`config.mk`:
```
export PLATFORM = sky130hd
export DESIGN_NAME = ccd_seq_top
export DESIGN_NICKNAME = d
export VERILOG_FILES = /design/src/rtl/ccd_seq_pkg.sv /design/src/rtl/ccd_pix_timer.sv /design/src/rtl/ccd_line_fsm.sv /design/src/rtl/ccd_phase_decode.sv /design/src/rtl/ccd_seq_top.sv
export SDC_FILE = /design/constraint.sdc
export NUM_CORES = 1
export LEC_CHECK = 0
export ABC_AREA = 1
export BUFFER_PORTS_ARGS = -buffer_cell sky130_fd_sc_hd__buf_2
export CELL_PAD_IN_SITES_DETAIL_PLACEMENT = 1
export CELL_PAD_IN_SITES_GLOBAL_PLACEMENT = 1
export CORE_MARGIN = 10
export CORE_UTILIZATION = 30
export DETAILED_ROUTE_END_ITERATION = 10
export PLACE_DENSITY = 0.6
export SYNTH_ARGS = -nofsm -noshare
export SYNTH_HDL_FRONTEND = slang
export SYNTH_HIERARCHICAL = 1
export SYNTH_SLANG_ARGS = --single-unit
```
`constraint.sdc`:
```
create_clock -name clk -period 4.6 [get_ports clk]
set_clock_uncertainty 0.1 [all_clocks]
set_input_delay 0.46 -clock clk [delete_from_list [all_inputs] [get_ports clk]]
set_output_delay 0.46 -clock clk [all_outputs]
set_load 0.02 [all_outputs]
```
`src/rtl/ccd_seq_pkg.sv`:
```
package ccd_seq_pkg;
  typedef enum logic [1:0] {
    SEQ_IDLE  = 2'd0,
    SEQ_INTEG = 2'd1,
    SEQ_XFER  = 2'd2,
    SEQ_SHIFT = 2'd3
  } seq_state_t;
endpackage

```
`src/rtl/ccd_pix_timer.sv`:
```
module ccd_pix_timer #(
  parameter int T_PIX = 10,
  parameter int RG_W  = 2,
  localparam int PH_W = $clog2(T_PIX)
) (
  input  logic            clk,
  input  logic            rst,
  output logic [PH_W-1:0] phase,
  output logic            pix_end,
  output logic            rgate
);
  logic [PH_W-1:0] ph_q;

  assign pix_end = (ph_q == PH_W'(T_PIX - 1));
  assign phase   = ph_q;
  assign rgate   = (ph_q < PH_W'(RG_W));

  always_ff @(posedge clk) begin
    if (rst)          ph_q <= '0;
    else if (pix_end) ph_q <= '0;
    else              ph_q <= ph_q + 1'b1;
  end
endmodule

```
`src/rtl/ccd_line_fsm.sv`:
```
module ccd_line_fsm
  import ccd_seq_pkg::*;
#(
  parameter int T_VPULSE = 800,
  parameter int T_SETUP  = 40,
  parameter int N_PIX    = 3100,
  parameter int N_LINE   = 2056,
  parameter int INT_W    = 24,
  localparam int XFER_T  = 3 * T_VPULSE + T_SETUP,
  localparam int TW      = $clog2(XFER_T),
  localparam int PW      = $clog2(N_PIX),
  localparam int LW      = $clog2(N_LINE)
) (
  input  logic             clk,
  input  logic             rst,
  input  logic             start_req,
  input  logic [INT_W-1:0] integ_len,
  input  logic             pix_end,
  output seq_state_t       state,
  output logic [TW-1:0]    tcnt,
  output logic [PW-1:0]    pcnt,
  output logic [LW-1:0]    line,
  output logic             pend
);
  logic [INT_W-1:0] icnt;
  logic             req;

  assign req = start_req | pend;

  always_ff @(posedge clk) begin
    if (rst) begin
      state <= SEQ_IDLE;
      pend  <= 1'b0;
      icnt  <= '0;
      tcnt  <= '0;
      pcnt  <= '0;
      line  <= '0;
    end else begin
      pend <= pend | start_req;
      unique case (state)
        SEQ_IDLE: begin
          if (pix_end && req) begin
            state <= SEQ_INTEG;
            icnt  <= '0;
            pend  <= 1'b0;
          end
        end
        SEQ_INTEG: begin
          if (pix_end) begin
            if ((INT_W+1)'(icnt) + 1'b1 >= (INT_W+1)'(integ_len)) begin
              state <= SEQ_XFER;
              tcnt  <= '0;
              line  <= '0;
            end else begin
              icnt <= icnt + 1'b1;
            end
          end
        end
        SEQ_XFER: begin
          if (tcnt == TW'(XFER_T - 1)) begin
            state <= SEQ_SHIFT;
            pcnt  <= '0;
          end else begin
            tcnt <= tcnt + 1'b1;
          end
        end
        SEQ_SHIFT: begin
          if (pix_end) begin
            if (pcnt == PW'(N_PIX - 1)) begin
              if (line == LW'(N_LINE - 1)) begin
                if (req) begin
                  state <= SEQ_INTEG;
                  icnt  <= '0;
                  pend  <= 1'b0;
                end else begin
                  state <= SEQ_IDLE;
                end
              end else begin
                line  <= line + 1'b1;
                tcnt  <= '0;
                state <= SEQ_XFER;
              end
            end else begin
              pcnt <= pcnt + 1'b1;
            end
          end
        end
        default: state <= SEQ_IDLE;
      endcase
    end
  end
endmodule

```
`src/rtl/ccd_phase_decode.sv`:
```
module ccd_phase_decode
  import ccd_seq_pkg::*;
#(
  parameter int T_PIX    = 10,
  parameter int T_VPULSE = 800,
  parameter int T_SETUP  = 40,
  parameter int N_PIX    = 3100,
  parameter int N_LINE   = 2056,
  localparam int PH_W    = $clog2(T_PIX),
  localparam int XFER_T  = 3 * T_VPULSE + T_SETUP,
  localparam int TW      = $clog2(XFER_T),
  localparam int PW      = $clog2(N_PIX),
  localparam int LW      = $clog2(N_LINE)
) (
  input  seq_state_t      state,
  input  logic [TW-1:0]   tcnt,
  input  logic [PW-1:0]   pcnt,
  input  logic [LW-1:0]   line,
  input  logic [PH_W-1:0] phase,
  input  logic [PH_W-1:0] sample_phase,
  output logic            vclk1,
  output logic            vclk2,
  output logic            hclk1,
  output logic            hclk2,
  output logic            adc_strobe,
  output logic            frame_mark,
  output logic            line_mark
);
  logic in_xfer, in_shift, first_half;

  always_comb begin
    in_xfer    = (state == SEQ_XFER);
    in_shift   = (state == SEQ_SHIFT);
    first_half = (phase < PH_W'(T_PIX / 2));
    vclk1      = in_xfer && (tcnt < TW'(T_VPULSE));
    vclk2      = in_xfer && (tcnt >= TW'(T_VPULSE)) && (tcnt < TW'(2 * T_VPULSE));
    hclk2      = in_shift && first_half;
    hclk1      = !(in_shift && first_half);
    adc_strobe = in_shift && (phase == sample_phase);
    frame_mark = in_xfer && (line == '0) && (tcnt == '0);
    line_mark  = in_shift && (pcnt == '0) && (phase == '0);
  end
endmodule

```
`src/rtl/ccd_seq_top.sv`:
```
module ccd_seq_top
  import ccd_seq_pkg::*;
#(
  parameter int T_PIX    = 10,
  parameter int T_VPULSE = 800,
  parameter int T_SETUP  = 40,
  parameter int N_PIX    = 3100,
  parameter int N_LINE   = 2056,
  parameter int RG_W     = 2,
  parameter int INT_W    = 24,
  localparam int PH_W    = $clog2(T_PIX)
) (
  input  logic             clk,
  input  logic             rst,
  input  logic             start_req,
  input  logic [INT_W-1:0] integ_len,
  input  logic [PH_W-1:0]  sample_phase,
  output logic             vclk1,
  output logic             vclk2,
  output logic             hclk1,
  output logic             hclk2,
  output logic             rgate,
  output logic             adc_strobe,
  output logic             frame_mark,
  output logic             line_mark
);
  localparam int XFER_T = 3 * T_VPULSE + T_SETUP;
  localparam int TW     = $clog2(XFER_T);
  localparam int PW     = $clog2(N_PIX);
  localparam int LW     = $clog2(N_LINE);

  seq_state_t      state;
  logic [TW-1:0]   tcnt;
  logic [PW-1:0]   pcnt;
  logic [LW-1:0]   line;
  logic [PH_W-1:0] phase;
  logic            pix_end;
  logic            pend;

  ccd_pix_timer #(.T_PIX(T_PIX), .RG_W(RG_W)) timer_i (
    .clk(clk), .rst(rst), .phase(phase), .pix_end(pix_end), .rgate(rgate)
  );

  ccd_line_fsm #(
    .T_VPULSE(T_VPULSE), .T_SETUP(T_SETUP), .N_PIX(N_PIX),
    .N_LINE(N_LINE), .INT_W(INT_W)
  ) fsm_i (
    .clk(clk), .rst(rst), .start_req(start_req), .integ_len(integ_len),
    .pix_end(pix_end), .state(state), .tcnt(tcnt), .pcnt(pcnt),
    .line(line), .pend(pend)
  );

  ccd_phase_decode #(
    .T_PIX(T_PIX), .T_VPULSE(T_VPULSE), .T_SETUP(T_SETUP),
    .N_PIX(N_PIX), .N_LINE(N_LINE)
  ) dec_i (
    .state(state), .tcnt(tcnt), .pcnt(pcnt), .line(line), .phase(phase),
    .sample_phase(sample_phase), .vclk1(vclk1), .vclk2(vclk2),
    .hclk1(hclk1), .hclk2(hclk2), .adc_strobe(adc_strobe),
    .frame_mark(frame_mark), .line_mark(line_mark)
  );
endmodule

```
==> results.ini <==
[synthesis]
syn-cell-area_um2 = 5421
synth_edf_count = 0
synthArstFlopShare = 0
synth_cells = 842
yosys-top-cells-area = dfxtp_1 25%, nand2_1 14%, inv_1 8.7%
ys_types = 48
yosysTopAreaCellShare = 0.2474
syn_avg_cell_area_um2 = 6.439
yosys.area.top_type = dfxtp_1
ys.flop_type = dfxtp_1
syn_nets = 909
ys_ff_latch = 67
synthTopCellsByCount = 199 x nand2_1, 125 x inv_1, 104 x nor2_1, 67 x dfxtp_1, 56 x a21oi_1
synth_most_common_cell = nand2_1
yosysWarningCount = 6
synth_seq_area_share = 0.2474

[finish]
stdcell_count = 1105
diodes = 0
fin_nets = 939
area_growth_syn_to_layout_pct = 11.42
fin_util = 0.3386
drive_above_1_share = 0.1130

[clock_network]
clock_path_buffers = 2
post_cts_resized = 0
clkSlewWorstSetupHoldPaths_ns = 0.06
numCtsBuffers = 9
cts_tree = yes
h-tree-depth = 3
post-cts-setup-buffers = 0
cts.sinks = 67
hold_buffers = 0
clk_latency_ns = 0.33
cts_root_buf = clkbuf_16

[power_and_ir_drop]
p_sw_frac = 0.3171
power_mw = 1.576
powerDensity_nw_per_um2 = 260.8
clkPwrFrac = 0.402
p_leak_nw = 2.694
intPower_mw = 1.076
power_frac_comb = 0.191
ir_worst_vdd_mv = 0.1763
p_switching_mw = 0.4997
seqPwrFrac = 0.406

[drt]
drtAntennaViolNets = 0
via_count = 5313
vias_per_cell = 4.808
drcViolationCount = 0
postRouteWirelength_mm = 15.72
drt_iter0_drc = 175
drt-pass1-iter-count = 4
post_drt_wl_per_cell_um = 14.23

[timing]
setup_viol = 0
worstMarginPinSlew_ns = 0.6583
fin_crit_sh = 0.7788
holdWs_ns = 0.3874
min_period_ns = 3.583
max_slew_margin = 0.5612
rsz0062_at_grt = no
setup_tns_ns = 0
max_freq_mhz = 279.1
drv_slew = 0
hold_viol = 0

[critical_path]
critPathMaxFanout = 24
crit_type = flop to flop
worst_ep_arrival_time_ns = 3.74
critPathLaunchType = flop
required_ns = 4.76
setup.worst_path.end_class = flop

[global_route]
grt_max_degree = 47
grt-ovfl-total = 0
grt_pass1_wl_mm = 26.91
grtUsageMet2 = 0.2292
met1_usage = 0.1680
grt_pass1_vias = 5373
track_usage = 0.1335
antenna_found_initial = 0
grt_util_met3 = 0.02551
busiest_layer = met2

[hold_path]
min_path_type = flop to flop

[run]
cap_violations = 0

[place]
io_buffers = 38
placedCellCount = 1090
dp.final_hpwl_mm = 12.01
routabilityCongestion = 0.7820

[die]
die-area_um2 = 23850
chipHeight_um = 154.4
pin_count = 39
die_w_um = 154.4
core-area_um2 = 17840
rows = 49
start_util = 0.3039

[run_status]
status = complete, no violations

[registers in the layout, indices dropped and copies added (netlist names)]
name and count:
fsm_i/icnt 24, fsm_i/line 12, fsm_i/pcnt 12, timer_i/phase 4
fsm_i/tcnt 12, fsm_i/state 2, fsm_i/pend 1
[power groups by stage]
| stage | logic, mW | clock network [mW] | registers, mW |
|---|---|---|---|
| finish | 0.302 | 0.634 | 0.640 |
| global route | 0.350 | 0.689 | 0.646 |
| CTS | 0.309 | 0.660 | 0.641 |
| detailed placement | 0.307 | 0 | 0.654 |
| global placement | 0.306 | 0 | 0.653 |
| floorplan | 0.239 | 0 | 0.641 |
[layer usage]
metal,share of wire,wire [um]
met2,0.48,7602
met3,0.021,324
met1,0.49,7658
met5,0,0
met4,0.0085,134
[critical path, stage by stage, from the launching register on]
cell	delay (ns)
dfxtp_1	0.48
ha_1	0.26
nand3_2	0.13
inv_2	0.10
nand4_1	0.15
nor2_1	0.15
xor2_1	0.15
inv_1	0.07
ha_1	0.31
nand4_1	0.14
nor2_1	0.32
nand3_1	0.13
nand2_1	0.10
nand2_1	0.09
nand3_4	0.10
o21ai_2	0.06
nand2_2	0.38
nand2_1	0.10
a21oi_1	0.17
[worst paths after layout]
check,start,end,slack (ns),cells past startpoint
max reg2reg,fsm_i/icnt[0]$_SDFFE_PP0P_,fsm_i/icnt[8]$_SDFFE_PP0P_,1.02,18
max,fsm_i/icnt[0]$_SDFFE_PP0P_,fsm_i/icnt[8]$_SDFFE_PP0P_,1.02,18
min reg2reg,fsm_i/icnt[12]$_SDFFE_PP0P_,fsm_i/icnt[12]$_SDFFE_PP0P_,0.39,2
min,fsm_i/icnt[12]$_SDFFE_PP0P_,fsm_i/icnt[12]$_SDFFE_PP0P_,0.39,2
[stage by stage]
stage          setup slack (ns)  instance area, um^2
6_report                  1.017                 6041
5_1_grt                  0.6247                 6041
2_1_floorplan             1.706                 5421
4_1_cts                  0.9564                 6041
3_3_place_gp              1.015                 5779
3_5_place_dp             0.9635                 5779
[area by class of cell]
type	instances	area, um^2
multi-input combinational	620	3425
fill	2341	11800
tap	229	286.5
sequential	67	1341
clock buffer	12	246.5
inverter	129	484.2
clock inverter	3	15.01
timing repair buffer	45	242.7
[layout by cell type, fill, tap and decap left out, types with 2 or more instances in the layout]
| cell | Yosys | final |
|---|---|---|
| a211oi_1 | 3 | 3 |
| a21o_1 | 2 | 2 |
| a21oi_1 | 56 | 56 |
| a21oi_2 | 2 | 2 |
| a31oi_1 | 2 | 2 |
| buf_2 | 8 | 38 |
| buf_4 | 3 | 7 |
| clkbuf_1 | 7 | 2 |
| clkbuf_16 | 0 | 9 |
| clkinv_2 | 0 | 3 |
| dfxtp_1 | 67 | 67 |
| ha_1 | 36 | 36 |
| inv_1 | 125 | 125 |
| inv_2 | 3 | 3 |
| nand2_1 | 199 | 199 |
| nand2_2 | 9 | 9 |
| nand2_4 | 2 | 2 |
| nand3_1 | 44 | 44 |
| nand3_4 | 3 | 3 |
| nand3b_1 | 2 | 2 |
| nand4_1 | 50 | 50 |
| nor2_1 | 104 | 104 |
| nor2_2 | 7 | 7 |
| nor2_4 | 4 | 4 |
| nor3_1 | 24 | 24 |
| nor3_2 | 2 | 2 |
| nor3_4 | 2 | 2 |
| nor3b_1 | 6 | 6 |
| nor4_1 | 2 | 2 |
| o21ai_0 | 14 | 14 |
| or2_0 | 2 | 2 |
| xnor2_1 | 10 | 10 |
| xor2_1 | 19 | 19 |
[cells by family (layout without fill, tap and decap cells)]
logic type / count (synthesis) / after routing / synth area share
AND/OR/NAND/NOR: 468 / 468 / 0.4092
buffers and inverters: 155 / 189 / 0.1209
AO/OA/AOI/OAI: 87 / 87 / 0.09255
flip-flops: 67 / 67 / 0.2474
adder cells (fa/ha/maj): 36 / 36 / 0.08308
XOR/XNOR: 29 / 29 / 0.04685
No activity file was read; power rests on OpenSTA's default activity.
